File: src/rtl/scan_pkg.sv
package scan_pkg;
  typedef enum logic [2:0] {
    ST_IDLE,
    ST_SETTLE,
    ST_CONV,
    ST_PUSH,
    ST_ACQ
  } scan_state_e;
endpackage

File: src/rtl/scan_down_ctr.sv
module scan_down_ctr #(
  parameter int W = 8
) (
  input  logic         clk,
  input  logic         rst,
  input  logic         load,
  input  logic [W-1:0] load_val,
  input  logic         dec,
  output logic         is_zero
);
  logic [W-1:0] cnt_q;

  always_ff @(posedge clk) begin
    if (rst)       cnt_q <= '0;
    else if (load) cnt_q <= load_val;
    else if (dec)  cnt_q <= cnt_q - 1'b1;
  end

  assign is_zero = (cnt_q == '0);

  a_r2_no_wrap: assert property (@(posedge clk) disable iff (rst)
    (dec && !load) |-> !is_zero);
endmodule

File: src/rtl/scan_timeout.sv
module scan_timeout #(
  parameter int LIMIT = 64,
  parameter int W     = $clog2(LIMIT + 1)
) (
  input  logic clk,
  input  logic rst,
  input  logic run,
  output logic expired
);
  logic [W-1:0] cnt_q;

  always_ff @(posedge clk) begin
    if (rst || !run)   cnt_q <= '0;
    else if (!expired) cnt_q <= cnt_q + 1'b1;
  end

  assign expired = (cnt_q == W'(LIMIT - 1));
endmodule

File: src/rtl/scan_result_slot.sv
module scan_result_slot #(
  parameter int CH_W   = 4,
  parameter int DATA_W = 16
) (
  input  logic              clk,
  input  logic              rst,
  input  logic              push,
  input  logic [CH_W-1:0]   push_ch,
  input  logic [DATA_W-1:0] push_data,
  output logic              free,
  output logic              res_valid,
  input  logic              res_ready,
  output logic [CH_W-1:0]   res_ch,
  output logic [DATA_W-1:0] res_data
);
  assign free = !res_valid || res_ready;

  always_ff @(posedge clk) begin
    if (rst) begin
      res_valid <= 1'b0;
      res_ch    <= '0;
      res_data  <= '0;
    end else if (push) begin
      res_valid <= 1'b1;
      res_ch    <= push_ch;
      res_data  <= push_data;
    end else if (res_ready) begin
      res_valid <= 1'b0;
    end
  end

  a_r5_stall_stable: assert property (@(posedge clk) disable iff (rst)
    (res_valid && !res_ready) |=> (res_valid && $stable(res_ch) && $stable(res_data)));

  a_r5_push_only_free: assert property (@(posedge clk) disable iff (rst)
    push |-> free);
endmodule

File: src/rtl/mux_scan_seq.sv
module mux_scan_seq
  import scan_pkg::*;
#(
  parameter int CH_W      = 4,
  parameter int DATA_W    = 16,
  parameter int SETTLE_W  = 8,
  parameter int ACQ_W     = 8,
  parameter int TMO_LIMIT = 64
) (
  input  logic              clk,
  input  logic              rst,
  input  logic              start,
  input  logic [CH_W-1:0]   cfg_last_ch,
  input  logic [SETTLE_W-1:0] cfg_settle,
  input  logic [ACQ_W-1:0]  cfg_acq,
  input  logic              cfg_simul,
  input  logic              cfg_cont,
  input  logic              adc_done,
  input  logic [DATA_W-1:0] adc_data,
  output logic [CH_W-1:0]   mux_sel,
  output logic              hold,
  output logic              adc_soc,
  output logic              res_valid,
  input  logic              res_ready,
  output logic [CH_W-1:0]   res_ch,
  output logic [DATA_W-1:0] res_data,
  output logic              scan_done,
  output logic              err_timeout
);
  localparam int CNT_W = (SETTLE_W > ACQ_W) ? SETTLE_W : ACQ_W;

  scan_state_e         state_q;
  logic [CH_W-1:0]     sel_q, last_q;
  logic [SETTLE_W-1:0] settle_q;
  logic [ACQ_W-1:0]    acq_q;
  logic                simul_q, cont_q;
  logic [DATA_W-1:0]   cap_q;
  logic                hold_q, soc_q, done_q, err_q;

  logic             go, is_last, slot_free, push_ok;
  logic             cnt_load, cnt_dec, cnt_zero, tmo_exp;
  logic [CNT_W-1:0] cnt_val;

  assign go        = (state_q == ST_IDLE) && (start || cont_q);
  assign is_last   = (sel_q == last_q);
  assign push_ok   = (state_q == ST_PUSH) && slot_free;
  assign cnt_load  = go || (push_ok && (!is_last || simul_q));
  assign cnt_val   = go      ? CNT_W'(cfg_settle) :
                     is_last ? CNT_W'(acq_q) : CNT_W'(settle_q);
  assign cnt_dec   = ((state_q == ST_SETTLE) || (state_q == ST_ACQ)) && !cnt_zero;

  scan_down_ctr #(.W(CNT_W)) u_delay (
    .clk(clk), .rst(rst), .load(cnt_load), .load_val(cnt_val),
    .dec(cnt_dec), .is_zero(cnt_zero)
  );

  scan_timeout #(.LIMIT(TMO_LIMIT)) u_wdog (
    .clk(clk), .rst(rst), .run(state_q == ST_CONV), .expired(tmo_exp)
  );

  scan_result_slot #(.CH_W(CH_W), .DATA_W(DATA_W)) u_slot (
    .clk(clk), .rst(rst), .push(push_ok), .push_ch(sel_q), .push_data(cap_q),
    .free(slot_free), .res_valid(res_valid), .res_ready(res_ready),
    .res_ch(res_ch), .res_data(res_data)
  );

  always_ff @(posedge clk) begin
    if (rst) begin
      state_q  <= ST_IDLE;
      sel_q    <= '0;
      last_q   <= '0;
      settle_q <= '0;
      acq_q    <= '0;
      simul_q  <= 1'b0;
      cont_q   <= 1'b0;
      cap_q    <= '0;
      hold_q   <= 1'b0;
      soc_q    <= 1'b0;
      done_q   <= 1'b0;
      err_q    <= 1'b0;
    end else begin
      soc_q  <= 1'b0;
      done_q <= 1'b0;
      err_q  <= 1'b0;
      unique case (state_q)
        ST_IDLE: if (go) begin
          last_q   <= cfg_last_ch;
          settle_q <= cfg_settle;
          acq_q    <= cfg_acq;
          simul_q  <= cfg_simul;
          cont_q   <= cfg_cont;
          hold_q   <= cfg_simul;
          sel_q    <= '0;
          state_q  <= ST_SETTLE;
        end
        ST_SETTLE: if (cnt_zero) begin
          soc_q   <= 1'b1;
          state_q <= ST_CONV;
        end
        ST_CONV: if (adc_done) begin
          cap_q   <= adc_data;
          state_q <= ST_PUSH;
        end else if (tmo_exp) begin
          err_q   <= 1'b1;
          hold_q  <= 1'b0;
          cont_q  <= 1'b0;
          state_q <= ST_IDLE;
        end
        ST_PUSH: if (slot_free) begin
          if (is_last) begin
            done_q  <= 1'b1;
            hold_q  <= 1'b0;
            state_q <= simul_q ? ST_ACQ : ST_IDLE;
          end else begin
            sel_q   <= sel_q + 1'b1;
            state_q <= ST_SETTLE;
          end
        end
        ST_ACQ: if (cnt_zero) state_q <= ST_IDLE;
        default: state_q <= ST_IDLE;
      endcase
    end
  end

  assign mux_sel     = sel_q;
  assign hold        = hold_q;
  assign adc_soc     = soc_q;
  assign scan_done   = done_q;
  assign err_timeout = err_q;

  // Acquisition window checker: clocks spent with hold low after a completed scan.
  logic [CNT_W:0]   low_cnt_q;
  logic [ACQ_W-1:0] acq_chk_q;
  logic             armed_q;

  always_ff @(posedge clk) begin
    if (rst) begin
      low_cnt_q <= '0;
      acq_chk_q <= '0;
      armed_q   <= 1'b0;
    end else begin
      if (done_q && !hold_q) begin
        armed_q   <= 1'b1;
        low_cnt_q <= (CNT_W+1)'(1);
        acq_chk_q <= acq_q;
      end else begin
        if (hold_q) armed_q <= 1'b0;
        if (!hold_q && !(&low_cnt_q)) low_cnt_q <= low_cnt_q + 1'b1;
      end
    end
  end

  a_r7_acq_window: assert property (@(posedge clk) disable iff (rst)
    ($rose(hold) && armed_q && $past(simul_q)) |-> (low_cnt_q >= (CNT_W+1)'(acq_chk_q) + 1'b1));

  a_r2_sel_stable_at_soc: assert property (@(posedge clk) disable iff (rst)
    $rose(adc_soc) |-> $stable(mux_sel));

  a_r3_soc_pulse: assert property (@(posedge clk) disable iff (rst)
    adc_soc |=> !adc_soc);

  a_r6_hold_at_soc: assert property (@(posedge clk) disable iff (rst)
    (adc_soc && simul_q) |-> hold);

  a_r8_done_with_result: assert property (@(posedge clk) disable iff (rst)
    scan_done |-> (res_valid && !hold));

  a_r11_abort_release: assert property (@(posedge clk) disable iff (rst)
    err_timeout |-> (!hold && !adc_soc && !scan_done));
endmodule

File: config.mk
export PLATFORM = sky130hd
export DESIGN_NAME = mux_scan_seq
export DESIGN_NICKNAME = d
export VERILOG_FILES = /design/src/rtl/scan_pkg.sv /design/src/rtl/scan_down_ctr.sv /design/src/rtl/scan_timeout.sv /design/src/rtl/scan_result_slot.sv /design/src/rtl/mux_scan_seq.sv
export SDC_FILE = /design/constraint.sdc
export NUM_CORES = 1
export LEC_CHECK = 0
export CORE_MARGIN = 3
export CORE_UTILIZATION = 55
export DETAILED_ROUTE_END_ITERATION = 16
export GPL_ROUTABILITY_DRIVEN = 1
export HOLD_SLACK_MARGIN = 0.05
export PLACE_DENSITY = 0.92
export SLEW_MARGIN = 5
export SYNTH_ARGS = -nofsm -noshare
export SYNTH_HDL_FRONTEND = slang
export SYNTH_SLANG_ARGS = --single-unit
File: constraint.sdc
create_clock -name clk -period 3.4 [get_ports clk]
set_input_delay 0.34 -clock clk [delete_from_list [all_inputs] [get_ports clk]]
set_output_delay 0.34 -clock clk [all_outputs]
set_load 0.03 [all_outputs]
==> results of run 1 <==
==> worst max-delay path: stages, from the launching register on <==
cell,delay (ps)
dfxtp_1,580
or2_1,390
or2_1,720
nor2_1,80
a2111o_1,400
o31ai_1,60
==> logic make-up (layout without fill, tap and decap cells) <==
logic type,Yosys count,count (layout)
buf+inv,38,100
compound gates,112,112
xor+xnor,15,15
fa+ha+maj,4,4
simple gates,185,185
flops,85,85
mux,8,8
==> power by group through the flow <==
stage / Clock, W / Combinational, W / Sequential (W)
final: 0.000768 / 0.00108 / 0.00125
after global routing: 0.000820 / 0.00119 / 0.00127
after CTS: 0.000775 / 0.00106 / 0.00125
after detailed placement: 0 / 0.00105 / 0.00127
after global placement: 0 / 0.00102 / 0.00126
after floorplan: 0 / 0.000849 / 0.00124
==> routing by layer <==
metal | vias to the layer above | global-route usage
met3 | 20 | 0.0700
met2 | 133 | 0.422
met4 | 0 | 0.0779
met5 | - | 0
met1 | 1573 | 0.314
li1 | 1635 | -
==> per-stage QoR <==
stage,cell area [um^2],cells,utilization,setup slack [ps],total power [W]
CTS,4530,584,0.739,1150,0.00308
global route,4530,584,0.739,928,0.00328
floorplan,3610,447,-,1530,0.00208
global placement,4310,568,0.703,1030,0.00228
finish,4530,584,0.739,1080,0.00310
detailed placement,4310,568,0.703,1010,0.00232
==> flip-flops by register name, summed over array words and instances, names as in the netlist <==
name / cells
acq_q: 8
settle_q: 8
last_q: 4
hold: 1
mux_sel: 4
u_wdog.cnt_q: 7
u_delay.cnt_q: 8
state_q: 3
cont_q: 1
adc_soc: 1
u_slot.res_data: 16
scan_done: 1
err_timeout: 1
u_slot.res_ch: 4
cap_q: 16
simul_q: 1
u_slot.res_valid: 1
==> final cells by class <==
class	count	area share
inverter	7	0.00580
clock buffer	12	0.0365
sequential	85	0.376
multi-input combinational	324	0.383
tap	75	0.0207
timing repair buffer	77	0.166
clock inverter	4	0.0122
==> cells in the final DEF (no fill, tap or decap), types with 5 or more instances in the layout <==
cell and n:
inv_1 7, a31oi_1 6, nor2_1 13, nand3_1 7, dfxtp_1 85, clkbuf_8 12, nand2_1 127, xor2_1 5
clkdlybuf4s50_1 70, buf_4 6, a211o_1 5, nor3_1 12, mux2i_1 8, a21oi_1 73, xnor2_1 10, o21ai_0 10
==> worst max path at each step <==
stage / start / endpoint / slack, ps / cells past startpoint
finish: state_q[0]$_SDFFE_PP0P_ / u_delay.cnt_q[2]$_SDFFE_PP0P_ / 1080 / 5
global route: state_q[0]$_SDFFE_PP0P_ / u_delay.cnt_q[5]$_SDFFE_PP0P_ / 930 / 5
global placement: start / u_delay.cnt_q[6]$_SDFFE_PP0P_ / 1030 / 6
detailed placement: start / u_delay.cnt_q[6]$_SDFFE_PP0P_ / 1010 / 6
CTS: state_q[0]$_SDFFE_PP0P_ / u_delay.cnt_q[2]$_SDFFE_PP0P_ / 1150 / 5
floorplan: mux_sel[0]$_SDFFE_PP0P_ / u_delay.cnt_q[2]$_SDFFE_PP0P_ / 1530 / 6
==> results.py, run 1 <==
metrics = {
    "logic_synthesis": {
        "synth_top_family_by_area": "simple AND/OR/NAND/NOR gates",
        "synth_fp_nets": 494,
        "synth-seq-area-share": 0.471,
        "synthTopCellsByArea": "dfxtp_1 (47%), nand2_1 (13%), a21oi_1 (10%)",
        "avgSynthCellArea_um2": 8.08,
        "synth_xor_area_frac": 0.0364,
        "synth_top_cell_area_share": 0.471,
        "synth_compound_area_frac": 0.181,
        "yosys_warnings": 0,
        "syn_area_um2": 3610,
        "synth_top_area_cell": "dfxtp_1",
        "yosys_register_bits": 85,
        "synthArstFlopShare": 0,
        "synthMuxAreaShare": 0.0222,
        "synth_fa_ha_area_frac": 0.0139,
        "syn_inst": 447,
        "synth_simple_gate_area_frac": 0.226,
        "synth_top_cells_by_count": "nand2_1 (127), dfxtp_1 (85), a21oi_1 (73), clkbuf_1 (21), nor2_1 (13)",
        "synth_edf_count": 0,
        "yosysMostFrequentCell": "nand2_1",
        "ys_types": 47,
        "synthFlopType": "dfxtp_1",
    },
    "power": {
        "power.switching_w": 0.00116,
        "p_sw_frac": 0.373,
        "sequentialPowerShare": 0.404,
        "comb_power_share": 0.348,
        "clkPwrFrac": 0.247,
        "p_per_area_nw_per_um2": 686,
        "ir_drop_mv": 0.348,
        "intPower_w": 0.00195,
        "leakage_nw": 1.61,
    },
    "global_route": {
        "antenna_found_initial": 0,
        "track_usage": 0.252,
        "grt_pass1_vias": 3186,
        "grt_max_degree": 45,
        "overflow": 0,
        "grt_pass1_wl_mm": 15.1,
    },
    "clock_tree": {
        "clkTransAtPathRegs_ps": 80,
        "clkLatencyLatePin_ps": 360,
        "clock-sinks": 85,
        "clk_path_buf_depth": 2,
        "cts_setup_buffers": 0,
        "cts_resized": 0,
        "hold_buffers": 0,
        "cts_buffers": 9,
        "htree_levels": 3,
        "cts_tree": "done",
        "cts_root_buf": "clkbuf_8",
    },
    "detailed_routing": {
        "final_antenna_net_count": 0,
        "wl_met1_mm": 3.95,
        "wl_mm": 9.24,
        "first_pass_iters": 5,
        "top_layer": "met4",
        "wl_met2_mm": 4.49,
        "dr_total_vias": 3361,
        "viasPerCell": 5.76,
        "wl_met3_um": 669,
        "routedWlPerCell_um": 15.8,
        "drt_iter0_drc": 330,
        "post-route-drc-count": 0,
    },
    "sta": {
        "finalHoldViolCount": 0,
        "slew_viol_final": 0,
        "rsz0062_at_grt": "false",
        "relSlewSlack": 0.330,
        "fin_hold_ws_ps": 444,
        "setup_tns_ps": 0,
        "period_share": 0.681,
        "finClkSkew_ps": 7.78,
        "worstMarginPinSlew_ps": 999,
        "setup_violations": 0,
        "fmaxAchievable_ghz": 0.432,
        "min_period_ps": 2320,
    },
    "setup_path": {
        "r2r_setup_slack_ps": 1080,
        "worstPathRequired_ps": 3670,
        "crit_type": "reg2reg",
        "arrival_ps": 2590,
        "r2r_start": "state_q[0]$_SDFFE_PP0P_",
        "path_max_fanout": 25,
        "reg2reg_to": "u_delay.cnt_q[2]$_SDFFE_PP0P_",
        "reg2reg_depth": 5,
        "start_kind": "flop",
        "worst_setup_path_end_kind": "flop",
    },
    "final_layout": {
        "diodes": 0,
        "multi_input_area_um2": 1740,
        "final_nets": 551,
        "seq_area_um2": 1700,
        "drive_gt1_frac": 0.0550,
        "area.growth.synth_to_final_pct": 25.3,
        "fillers": 452,
    },
    "hold_path": {
        "min_from": "u_wdog.cnt_q[6]$_SDFFE_PP0N_",
        "min_path_type": "reg2reg",
        "whs_path_depth": 2,
        "min_to": "u_wdog.cnt_q[6]$_SDFFE_PP0N_",
    },
    "outcome": {
        "status": "finished, final reports clean",
    },
    "floorplan": {
        "pin_count": 72,
        "core-area_um2": 6130,
        "die_h_um": 87.1,
        "die_area_um2": 7580,
        "rows": 28,
        "die_w_um": 87.1,
        "initial_core_util": 0.589,
    },
    "flow_run": {
        "drv_cap": 0,
    },
    "placement": {
        "gp_congestion": 0.943,
        "hpwl_mm": 5.94,
        "io_buffers": 71,
    },
}
Power figures use the tool's default switching activity.
==> inputs of run 2 (changes only) <==
--- a/config.mk
+++ b/config.mk
@@ -6,11 +6,11 @@
 export NUM_CORES = 1
 export LEC_CHECK = 0
 export CORE_MARGIN = 3
-export CORE_UTILIZATION = 55
+export CORE_UTILIZATION = 51
 export DETAILED_ROUTE_END_ITERATION = 16
 export GPL_ROUTABILITY_DRIVEN = 1
 export HOLD_SLACK_MARGIN = 0.05
-export PLACE_DENSITY = 0.92
+export PLACE_DENSITY = 0.87
 export SLEW_MARGIN = 5
 export SYNTH_ARGS = -nofsm -noshare
 export SYNTH_HDL_FRONTEND = slang
==> constraint.sdc (replaced) <==
create_clock -name clk -period 2.31 [get_ports clk]
set_input_delay 0.231 -clock clk [delete_from_list [all_inputs] [get_ports clk]]
set_output_delay 0.231 -clock clk [all_outputs]
set_load 0.03 [all_outputs]
==> run 2 against run 1 <==
Compared with the run above:
- final area rose by 1.5%
- hold slack worse by 130 ps
- clock power up 25%
- sequential share of layout area is 0.57 points lower
- non-clock buffer count increased by 10
- combinational power increased by 56%
- sequential power grew 46%
- final cell count grew 5.3%
- flip-flop and latch count is the same
- critical endpoint is now state_q[0]$_SDFFE_PP0P_
- largest cell class unchanged
- largest power group unchanged
==> results.py, run 2 (synthesized netlist as in run 1, its figures left out) <==
metrics = {
    "sta": {
        "finalHoldViolCount": 0,
        "setup_tns_ps": 0,
        "rsz0062_at_grt": "false",
        "finClkSkew_ps": 9.61,
        "period_share": 0.858,
        "setup_violations": 0,
        "worstMarginPinSlew_ps": 666,
        "relSlewSlack": 0.552,
        "fmaxAchievable_ghz": 0.504,
        "min_period_ps": 1980,
        "slew_viol_final": 0,
    },
    "setup_path": {
        "arrival_ps": 2230,
        "r2r_setup_slack_ps": 330,
        "path_max_fanout": 5,
        "reg2reg_depth": 7,
        "start_kind": "flop",
        "worstPathRequired_ps": 2560,
        "reg2reg_to": "state_q[0]$_SDFFE_PP0P_",
        "r2r_start": "u_delay.cnt_q[0]$_SDFFE_PP0P_",
        "crit_type": "reg2reg",
        "worst_setup_path_end_kind": "flop",
    },
    "final_layout": {
        "final_common_cell": "nand2_1",
        "area.growth.synth_to_final_pct": 27.3,
        "final_cell_mix": "nand2_1 (127), dfxtp_1 (85), a21oi_1 (73), clkdlybuf4s50_1 (70), buf_4 (15)",
        "final_util": 0.673,
        "drive_gt1_frac": 0.0713,
        "diodes": 0,
        "final_nets": 561,
        "top_regs": "cap_q x16, u_slot.res_data x16",
    },
    "detailed_routing": {
        "wl_mm": 8.72,
        "routedWlPerCell_um": 14.2,
        "dr_total_vias": 3363,
        "first_pass_iters": 4,
        "viasPerCell": 5.47,
        "drt_iter0_drc": 213,
        "final_antenna_net_count": 0,
        "post-route-drc-count": 0,
    },
    "global_route": {
        "track_usage": 0.216,
        "antenna_found_initial": 0,
        "grt_pass1_vias": 3330,
        "grtUsageMet3": 0.0427,
        "use_met2": 0.384,
        "overflow": 0,
        "gr-max-usage-layer": "met2",
        "grt_max_degree": 62,
        "use_met1": 0.246,
        "grt_pass1_wl_mm": 14.6,
    },
    "floorplan": {
        "initial_core_util": 0.529,
        "die_area_um2": 8130,
        "pin_count": 72,
        "rows": 30,
        "die_w_um": 90.2,
        "die_h_um": 90.2,
        "core-area_um2": 6830,
    },
    "placement": {
        "io_buffers": 71,
        "gp_congestion": 0.808,
        "hpwl_mm": 6.10,
    },
    "clock_tree": {
        "htree_levels": 3,
        "cts_tree": "done",
        "cts_root_buf": "clkbuf_8",
        "clock-sinks": 85,
        "clkTransAtPathRegs_ps": 90,
        "clk_path_buf_depth": 2,
        "hold_buffers": 0,
        "clkLatencyLatePin_ps": 350,
        "cts_setup_buffers": 0,
        "cts_buffers": 9,
        "cts_resized": 0,
    },
    "power": {
        "power_w": 0.00447,
        "ir_drop_mv": 0.384,
        "leakage_nw": 1.64,
        "p_per_area_nw_per_um2": 972,
    },
    "hold_path": {
        "min_path_type": "in2reg",
        "min_from": "rst",
        "min_to": "settle_q[3]$_SDFFE_PP0P_",
        "whs_path_depth": 2,
    },
    "outcome": {
        "status": "finished, final reports clean",
    },
    "flow_run": {
        "drv_cap": 0,
    },
}
run 2: through the flow:
step | area (um^2) | std cells | hold WS, ps | setup slack, ps
after floorplan | 3610 | 447 | 310 | 438
after detailed placement | 4420 | 599 | 439 | 137
after global routing | 4600 | 615 | 338 | 202
final | 4600 | 615 | 318 | 327
after global placement | 4420 | 599 | 413 | 180
after CTS | 4600 | 615 | 303 | 358
run 2: layout make-up:
type | instances | area, um^2
clock buffer | 11 | 141
fill | 581 | 2230
multi-input combinational | 324 | 1740
inverter | 7 | 26.3
clock inverter | 5 | 35.0
timing repair buffer | 87 | 838
sequential | 85 | 1700
tap | 96 | 120
run 2: where the power goes:
group	switching, W	leakage (nW)	total, W	internal, W
Clock	0.000540	0.0897	0.000963	0.000423
Combinational	0.00100	0.861	0.00168	0.000681
Sequential	0.000155	0.690	0.00182	0.00167
Total	0.00170	1.64	0.00447	0.00277
run 2: per-layer routing:
layer | wire length (um) | part of all wire
met4 | 199 | 0.023
met5 | 0 | 0
met2 | 4440 | 0.51
met3 | 504 | 0.058
met1 | 3570 | 0.41
run 2: how the worst max path moves through the flow:
stage                                  startpoint                            end  slack (ps)
finish              u_delay.cnt_q[0]$_SDFFE_PP0P_        state_q[0]$_SDFFE_PP0P_         330
CTS                 u_delay.cnt_q[0]$_SDFFE_PP0P_        state_q[0]$_SDFFE_PP0P_         360
global placement                            start  u_delay.cnt_q[7]$_SDFFE_PP0P_         180
floorplan                 mux_sel[0]$_SDFFE_PP0P_  u_delay.cnt_q[2]$_SDFFE_PP0P_         440
global route        u_delay.cnt_q[0]$_SDFFE_PP0P_        state_q[0]$_SDFFE_PP0P_         200
detailed placement                          start  u_delay.cnt_q[7]$_SDFFE_PP0P_         140
run 2: worst max-delay path, cell delays in order (launching register included):
cell and delay (ps):
dfxtp_1 330, inv_1 120, ha_1 150, nor3b_1 520
nand2_1 200, nand3_1 230, o21ai_0 120, a32o_1 220
